$ cat src/rtl/swnet_pkg.sv
`timescale 1ns/1ps
package swnet_pkg;

    localparam int FAM_W  = 8;
    localparam int SER_W  = 48;
    localparam int CRC_W  = 8;
    localparam int BODY_W = FAM_W + SER_W;
    localparam int ID_W   = BODY_W + CRC_W;
    localparam int IDX_W  = $clog2(ID_W);
    localparam int CMD_W  = 8;
    localparam int BCNT_W = $clog2(CMD_W);

    localparam logic [CRC_W-1:0] CRC_POLY_REFL = 8'h8C;

    localparam logic [CMD_W-1:0] OP_READ_ID   = 8'h33;
    localparam logic [CMD_W-1:0] OP_MATCH     = 8'h55;
    localparam logic [CMD_W-1:0] OP_SEARCH    = 8'hF0;
    localparam logic [CMD_W-1:0] OP_SKIP      = 8'hCC;
    localparam logic [CMD_W-1:0] OP_RESUME    = 8'hA5;
    localparam logic [CMD_W-1:0] OP_FAST_SKIP = 8'h3C;
    localparam logic [CMD_W-1:0] OP_FAST_MTCH = 8'h69;

    typedef enum logic [2:0] {
        ST_IDLE   = 3'd0,
        ST_CMD    = 3'd1,
        ST_SENDID = 3'd2,
        ST_MATCH  = 3'd3,
        ST_SEARCH = 3'd4,
        ST_SEL    = 3'd5
    } net_st_e;

    localparam logic [1:0] PH_TRUE = 2'd0;
    localparam logic [1:0] PH_COMP = 2'd1;
    localparam logic [1:0] PH_PICK = 2'd2;

    typedef struct packed {
        net_st_e            st;
        logic [IDX_W-1:0]   idx;
        logic [1:0]         ph;
        logic [CMD_W-1:0]   sh;
        logic [BCNT_W-1:0]  bcnt;
        logic               rc;
        logic               od;
        logic               od_prev;
    } net_s;

    function automatic logic [CRC_W-1:0] crc8_lsb(input logic [BODY_W-1:0] body);
        logic [CRC_W-1:0] c;
        logic             fb;
        c = '0;
        for (int i = 0; i < BODY_W; i++) begin
            fb = c[0] ^ body[i];
            c  = c >> 1;
            if (fb) c = c ^ CRC_POLY_REFL;
        end
        return c;
    endfunction

endpackage

$ cat src/rtl/swnet_id_store.sv
`timescale 1ns/1ps
module swnet_id_store
    import swnet_pkg::*;
#(
    parameter logic [FAM_W-1:0] FAMILY = 8'h23,
    parameter logic [SER_W-1:0] SERIAL = 48'h0000_0000_0001
) (
    input  logic [IDX_W-1:0] idx_i,
    output logic             id_bit_o
);
    localparam logic [BODY_W-1:0] BODY = {SERIAL, FAMILY};
    localparam logic [ID_W-1:0]   ID   = {crc8_lsb(BODY), BODY};

    assign id_bit_o = ID[idx_i];
endmodule

$ cat src/rtl/swnet_cmd_decode.sv
`timescale 1ns/1ps
module swnet_cmd_decode
    import swnet_pkg::*;
(
    input  logic [CMD_W-1:0] cmd_i,
    input  logic             rc_i,
    input  logic             od_i,
    output net_st_e          st_o,
    output logic             rc_o,
    output logic             od_o
);
    always_comb begin
        st_o = ST_IDLE;
        rc_o = 1'b0;
        od_o = od_i;
        case (cmd_i)
            OP_READ_ID:   st_o = ST_SENDID;
            OP_MATCH:     st_o = ST_MATCH;
            OP_SEARCH:    st_o = ST_SEARCH;
            OP_SKIP:      st_o = ST_SEL;
            OP_RESUME: begin
                rc_o = rc_i;
                st_o = rc_i ? ST_SEL : ST_IDLE;
            end
            OP_FAST_SKIP: begin
                od_o = 1'b1;
                st_o = ST_SEL;
            end
            OP_FAST_MTCH: begin
                od_o = 1'b1;
                st_o = ST_MATCH;
            end
            default: begin
                rc_o = rc_i;
                st_o = ST_IDLE;
            end
        endcase
    end
endmodule

$ cat src/rtl/swnet_addr_layer.sv
`timescale 1ns/1ps
module swnet_addr_layer
    import swnet_pkg::*;
#(
    parameter logic [FAM_W-1:0] FAMILY = 8'h23,
    parameter logic [SER_W-1:0] SERIAL = 48'h0000_0000_0001
) (
    input  logic clk,
    input  logic rst_n,
    input  logic bus_reset_i,
    input  logic reset_slow_i,
    input  logic bit_valid_i,
    input  logic bit_i,
    output logic drive_low_o,
    output logic selected_o,
    output logic overdrive_o
);
    localparam logic [IDX_W-1:0]  IDX_LAST  = IDX_W'(ID_W - 1);
    localparam logic [BCNT_W-1:0] BCNT_LAST = BCNT_W'(CMD_W - 1);

    net_s             q, d;
    net_st_e          dec_st;
    logic             dec_rc, dec_od, id_bit;
    logic [CMD_W-1:0] cmd_byte;

    assign cmd_byte = {bit_i, q.sh[CMD_W-1:1]};

    swnet_id_store #(.FAMILY(FAMILY), .SERIAL(SERIAL)) u_id (
        .idx_i    (q.idx),
        .id_bit_o (id_bit)
    );

    swnet_cmd_decode u_dec (
        .cmd_i (cmd_byte),
        .rc_i  (q.rc),
        .od_i  (q.od),
        .st_o  (dec_st),
        .rc_o  (dec_rc),
        .od_o  (dec_od)
    );

    always_comb begin
        d = q;
        if (bus_reset_i) begin
            d.st   = ST_CMD;
            d.bcnt = '0;
            d.idx  = '0;
            d.ph   = PH_TRUE;
            if (reset_slow_i) d.od = 1'b0;
        end else if (bit_valid_i) begin
            case (q.st)
                ST_CMD: begin
                    d.sh   = cmd_byte;
                    d.bcnt = q.bcnt + 1'b1;
                    if (q.bcnt == BCNT_LAST) begin
                        d.st      = dec_st;
                        d.rc      = dec_rc;
                        d.od      = dec_od;
                        d.od_prev = q.od;
                        d.idx     = '0;
                        d.ph      = PH_TRUE;
                    end
                end
                ST_SENDID: begin
                    d.idx = q.idx + 1'b1;
                    if (q.idx == IDX_LAST) d.st = ST_SEL;
                end
                ST_MATCH: begin
                    if (bit_i != id_bit) begin
                        d.st = ST_IDLE;
                        d.od = q.od_prev;
                    end else begin
                        d.idx = q.idx + 1'b1;
                        if (q.idx == IDX_LAST) begin
                            d.st = ST_SEL;
                            d.rc = 1'b1;
                        end
                    end
                end
                ST_SEARCH: begin
                    if (q.ph == PH_TRUE) begin
                        d.ph = PH_COMP;
                    end else if (q.ph == PH_COMP) begin
                        d.ph = PH_PICK;
                    end else if (bit_i != id_bit) begin
                        d.st = ST_IDLE;
                    end else begin
                        d.ph  = PH_TRUE;
                        d.idx = q.idx + 1'b1;
                        if (q.idx == IDX_LAST) begin
                            d.st = ST_SEL;
                            d.rc = 1'b1;
                        end
                    end
                end
                default: ;
            endcase
        end
    end

    always_ff @(posedge clk or negedge rst_n) begin
        if (!rst_n) q <= '0;
        else        q <= d;
    end

    assign selected_o  = (q.st == ST_SEL);
    assign overdrive_o = q.od;
    assign drive_low_o = ((q.st == ST_SENDID) && !id_bit) ||
                         ((q.st == ST_SEARCH) && (q.ph == PH_TRUE) && !id_bit) ||
                         ((q.st == ST_SEARCH) && (q.ph == PH_COMP) &&  id_bit);

    AST_RESET_DESELECTS: assert property (@(posedge clk) disable iff (!rst_n)
        bus_reset_i |=> !selected_o);
    AST_RESET_RELEASES_LINE: assert property (@(posedge clk) disable iff (!rst_n)
        bus_reset_i |=> !drive_low_o);
    AST_LONG_RESET_CLEARS_FAST: assert property (@(posedge clk) disable iff (!rst_n)
        (bus_reset_i && reset_slow_i) |=> !overdrive_o);
    AST_SELECTION_HOLDS: assert property (@(posedge clk) disable iff (!rst_n)
        (selected_o && !bus_reset_i) |=> selected_o);
    AST_SELECT_ON_SLOT: assert property (@(posedge clk) disable iff (!rst_n)
        $rose(selected_o) |-> $past(bit_valid_i));
    AST_FAST_ON_SLOT: assert property (@(posedge clk) disable iff (!rst_n)
        $rose(overdrive_o) |-> $past(bit_valid_i));
    AST_FAST_QUIET: assert property (@(posedge clk) disable iff (!rst_n)
        (!bit_valid_i && !bus_reset_i) |=> $stable(overdrive_o));
    AST_NO_DRIVE_WHEN_SELECTED: assert property (@(posedge clk) disable iff (!rst_n)
        selected_o |-> !drive_low_o);
endmodule

$ cat config.mk
export PLATFORM = sky130hd
export DESIGN_NAME = swnet_addr_layer
export DESIGN_NICKNAME = d
export VERILOG_FILES = /design/src/rtl/swnet_pkg.sv /design/src/rtl/swnet_id_store.sv /design/src/rtl/swnet_cmd_decode.sv /design/src/rtl/swnet_addr_layer.sv
export SDC_FILE = /design/constraint.sdc
export NUM_CORES = 1
export LEC_CHECK = 0
export BUFFER_PORTS_ARGS = -buffer_cell sky130_fd_sc_hd__buf_2
export CORE_MARGIN = 4
export CORE_UTILIZATION = 55
export DETAILED_ROUTE_END_ITERATION = 8
export PLACE_DENSITY = 0.74
export SYNTH_ARGS = -nofsm -noshare
export SYNTH_HDL_FRONTEND = slang
export SYNTH_SLANG_ARGS = --single-unit
$ cat constraint.sdc
create_clock -name clk -period 4.32 [get_ports clk]
set_input_delay 0.648 -clock clk [delete_from_list [all_inputs] [get_ports clk]]
set_output_delay 0.648 -clock clk [all_outputs]
set_load 0.02 [all_outputs]
[Yosys cells after proc, flatten, opt, wreduce, memory -nomap -nowiden]
Memories as Yosys holds them, arrays and structs flattened.
Index checks and enable logic that the tools add are counted.
Word-level totals
  register bits: 25
  bits in read-only memories: 64
  bits of input ports: 6
  output and inout bits: 3
  logic and storage cells: 100
  memories: 1
Memories
  (name not given): words 64, bits a word 1, read ports 1, clocked after memory_dff 0, write ports 0, line swnet_id_store.sv:14  | assign id_bit_o = ID[idx_i];
Cells by class
  add/sub/neg operators: 2
  $lt $le $gt $ge: 1
  eq/ne operators: 29
  mux-type cells: 31
  bitwise logic cells: 1
  reductions and logical operators: 27
Operators by type and width (count)
  case mux 9 bit (4 select lines): 1
  2-to-1 mux 11 bit: 3
  2-to-1 mux 25 bit: 1
  equality test 8 bit (second input constant): 3
  inequality test 3 bit (second input constant): 7
  2-to-1 mux 9 bit: 2
  equality test 8 x 6 -> 1 bit (second input constant): 2
  equality test 8 x 7 -> 1 bit (second input constant): 2
  2-to-1 mux 3 bit: 5
  case mux 3 bit (5 select lines): 1
  AND reduction 7 bit: 2
  2-to-1 mux 1 bit: 11
  equality test 3 bit (second input constant): 3
  nonzero test 3 bit: 3
  2-to-1 mux 8 bit: 1
  inequality test 2 bit (second input constant): 4
  AND reduction 4 bit: 2
  less-than comparator 6 x 7 -> 1 bit (second input constant): 1
  adder 6 x 1 -> 6 bit (second input constant): 1
  equality test 3 x 2 -> 1 bit (second input constant): 2
  equality test 6 bit (second input constant): 1
  2-to-1 mux 6 bit: 1
  AND reduction 6 bit: 1
  OR reduction 2 bit: 3
  other kinds (21): 28

[Logic depth before layout (Yosys ltp)]
  word-level depth: 9
  mapped depth: 8
  mapped depth without buffers: 8

[Hierarchy]
Synthesis repeated with hierarchy kept, for this count alone.
Second synthesis, totals
  cell total of the unflattened synthesis: 190
  area total of the unflattened synthesis: 1816.7 um2
By module, submodules not included
  swnet_addr_layer: instances 1, cells an instance 152, area an instance 1503.9 um2, seq. area each 600.6 um2
  swnet_cmd_decode: instances 1, cells an instance 26, area an instance 221.5 um2, seq. area each 0.0 um2
  swnet_id_store: instances 1, cells an instance 12, area an instance 91.3 um2, seq. area each 0.0 um2

[Worst setup path before layout]
Ideal clock, no wire load.
  path kind: register -> output
  from: register q[17] in the netlist's numbering
  to: output port drive_low_o
  data arrival time: 1.965 ns
  required time: 3.672 ns
  setup slack: 1.707 ns
  cell stages (with the launch flop): 9
  buffers on the path: 0
  cell sequence: dfrtp_1 > inv_1 > ha_1 > nand2b_4 > a211o_1 > o21ai_4 > xor2_1 > o32a_1 > nor2_1
Between the ends
  word-level cells in the longest chain between the ends: 6
  elaborated cells on any way between the ends: 8
  those cells by class: mux: 1; reduce/logical: 6; memory: 1
Ends and longest elaborated chain
  start: declaration: line swnet_addr_layer.sv:21  | net_s q, d;
  start signal: assignment: line swnet_addr_layer.sv:102  | if (!rst_n) q <= '0;
  start signal: assignment: line swnet_addr_layer.sv:103  | else q <= d;
  memory read (64 x 1 bit) *
  2-to-1 mux 1 bit (not written as such) *: line swnet_id_store.sv:14
  zero test 1 bit: line swnet_addr_layer.sv:108, swnet_addr_layer.sv:109
  logical AND 1 bit (on tied branches): line swnet_addr_layer.sv:108, swnet_addr_layer.sv:109
  logical OR 1 bit: line swnet_addr_layer.sv:108  | assign drive_low_o = ((q.st == ST_SENDID) && !id_bit) ||
  logical OR 1 bit *: line swnet_addr_layer.sv:109  | ((q.st == ST_SEARCH) && (q.ph == PH_TRUE) && !id_bit) ||
  end: declaration: line swnet_addr_layer.sv:14  | output logic drive_low_o,
Every way passes the cells marked *; elsewhere a longest branch is shown, timed or not. The select of a mux whose other input is x is not followed.

[Worst setup path after layout]
Ends and elaborated chain as after synthesis.

==> impl_metrics.toml <==
[status]
outcome = "finished clean"

[worst_setup_path]
startpoint_type = "flop"
path_buf_inv = 2
cp_max_fo = 4
cp_slowest_cell = "dfrtp_1"
cp.arrival_ns = 2.39
critPathMaxStageDelay_ns = 0.43
critical_path_class = "reg -> out"
required_ns = 3.67
reg2regPathDepth = 8
path_depth = 9
path_cells = "inv_1 > ha_1 > nand2b_4 > a211o_1 > o21ai_4 > xor2_1 > o32a_1 > nor2_1 > buf_2"
critPathCaptureType = "output port"
critical_path.top_delay_family = "compound AO/OA/AOI/OAI gates"

[drt]
vias = 1482
drtIter0Drc = 186
via_per_inst = 6.31
wirelength_mm = 3.73
wl_per_cell_um = 15.9
first_pass_iters = 4
ant_nets = 0
drc = 0

[placed_design]
hpwl_mm = 2.77
pre_cts_ws_ns = 1.64
gp_congestion = 0.945
io_buffers = 8

[grt]
busiest_layer = "met2"
gr-usage-met1_pct = 28.5
grt_max_degree = 25
grt_overflow = 0
grt_antenna_before_repair = 0
grt_pass1_wl_mm = 6.47
track_usage_pct = 19.5
grtUsageMet3_pct = 3.34
gr-usage-met2_pct = 28.9
grt_pass1_vias = 1348

[timing]
finalHoldViolations = 0
rsz0062_at_grt = "false"
skew_ns = 0.00300
maxSlewViolCount = 0
relSlewSlack_pct = 57.2
post-route-period-util_pct = 70.2
period_needed_ns = 3.03
setup-violations-final = 0
final.setup.worst_slack_ns = 1.29
worst_slew_pin_slew_ns = 0.637
fmax_ghz = 0.330
setup-tns-final_ns = 0

[synth]
synth-edff-count = 0
syn_area_sq_um = 1730
synth_commonest_cells = "dfrtp_1, nand2_1, nor2_1"
synth-seq-area-share_pct = 34.7
synth_area_leaders = "dfrtp_1, mux2_2, nand2_1, nor2_1, ha_1"
syn-num-nets = 197
synth_area_leader_cell = "dfrtp_1"
synthFlopType = "dfrtp_1"
synth-seq-cells = 24
synth_cell_types = 52
synth_area_per_cell_sq_um = 9.30
synthArstFlopShare_pct = 100
yosysTopAreaCellShare_pct = 34.7
yosysWarnings = 0
yosysMostFrequentCell = "dfrtp_1"
synth_cells = 186

[power_and_ir_drop]
powerDensity_nw_per_um2 = 323
p_sw_mw = 0.202
pwr-share-seq_pct = 55.3
pwr-share-comb_pct = 24.6
clkPwrFrac_pct = 20.1
ir_drop_v = 0.000234
power.internal_mw = 0.388
swShare_pct = 34.2
leakagePower_nw = 0.790
p_total_mw = 0.590

[job]
maxCapViolCount = 0

[floorplanning]
initial_core_util_pct = 57.1
dieArea_sq_um = 4100
fp.dieW_um = 64.1
fp.dieH_um = 64.1
core_area_sq_um = 3030
io_pins = 9
num_rows = 20

[layout]
nNetsFinal = 203
regArea_sq_um = 601
fill_cells = 256
areaGrowthSynthToFinish_pct = 5.50
insertedDiodeCount = 0
drive_gt1_share_pct = 15.2
multiInputGateArea_sq_um = 1070
final_util_pct = 60.2

[clock_tree]
worstSkewPairLatency_ns = 0.32
cts_tree = "built"
htree_levels = 1
holdBufCountCts = 0
clockBufferDepth = 2
cts_buffers = 3
cts_sinks = 24
cts_setup_buffers = 0
post_cts_resized = 0
clk_pin_slew_ns = 0.13
clock-root-buffer = "clkbuf_4"

[worst_hold_path]
hp-class = "in -> async"
[kinds of logic (layout without fill, tap and decap cells)]
| family | Yosys count | count (layout) | synth area share [%] |
|---|---|---|---|
| buf+inv | 14 | 19 | 3.62 |
| flops | 24 | 24 | 34.7 |
| mux | 14 | 14 | 8.97 |
| xor+xnor | 4 | 4 | 3.11 |
| fa+ha+maj | 5 | 5 | 3.62 |
| simple gates | 81 | 81 | 25.8 |
| compound gates | 44 | 44 | 20.2 |
[final timing paths]
path | startpoint | to | slack, ns
worst max-delay path | q[17]$_DFFE_PN0P_ | drive_low_o | 1.29
worst min-delay path | rst_n | q[16]$_DFFE_PN0P_ | 0.29
worst max register to register | q[17]$_DFFE_PN0P_ | q[16]$_DFFE_PN0P_ | 1.97
worst min register to register | q[2]$_DFFE_PN0P_ | q[2]$_DFFE_PN0P_ | 0.52
max in group asynchronous | rst_n | q[5]$_DFFE_PN0P_ | 3.67
min in group clk | q[2]$_DFFE_PN0P_ | q[2]$_DFFE_PN0P_ | 0.52
[power by group through the flow]
stage / logic, mW / clock network (mW) / registers, mW
after floorplan: 0.113 / 0 / 0.315
after global placement: 0.141 / 0 / 0.324
after detailed placement: 0.145 / 0 / 0.329
after CTS: 0.145 / 0.123 / 0.324
after global routing: 0.162 / 0.135 / 0.335
final: 0.145 / 0.119 / 0.326
[through the flow]
step           hold WS (ns)  cell area (sq um)  cells
6_report              0.293               1820    235
5_1_grt               0.316               1820    235
4_1_cts               0.305               1820    235
3_5_place_dp          0.497               1790    231
3_3_place_gp          0.489               1790    231
2_1_floorplan         0.352               1730    186
[registers in the layout (all words and copies together) (netlist names)]
signal	flops
q	16
cmd_byte	7
overdrive_o	1
[layer usage]
| layer | vias up | share of wire [%] | wire length [um] |
|---|---|---|---|
| met5 | - | 0 | 0 |
| met3 | 7 | 7.6 | 282 |
| met4 | 0 | 1.6 | 61 |
| li1 | 716 | - | - |
| met2 | 64 | 45 | 1680 |
| met1 | 695 | 46 | 1700 |
[layout by cell type (no fill, tap or decap), types with 6 or more instances in the layout]
master    n
dfrtp_1  24
nand2_1  19
nor2_1   17
mux2_2    8
buf_2     8
inv_1     7
a21oi_1   7
o21ai_0   7
nand3_1   7
and3_1    6
[worst reg2reg max path: stages, from the launching register on]
cell and delay (ns):
dfrtp_1 0.43, inv_1 0.11, ha_1 0.21, nand2b_4 0.05
a211o_1 0.35, o21ai_4 0.28, xor2_4 0.16, a31oi_4 0.34
mux2_4 0.33
[layout make-up]
class / count / area share [%]
Clock buffer: 4 / 1.99
Inverter: 7 / 1.44
Multi-Input combinational cell: 148 / 58.4
Sequential cell: 24 / 32.9
Tap cell: 44 / 3.02
Timing Repair Buffer: 8 / 2.19
No activity file was read; power rests on OpenSTA's default activity.
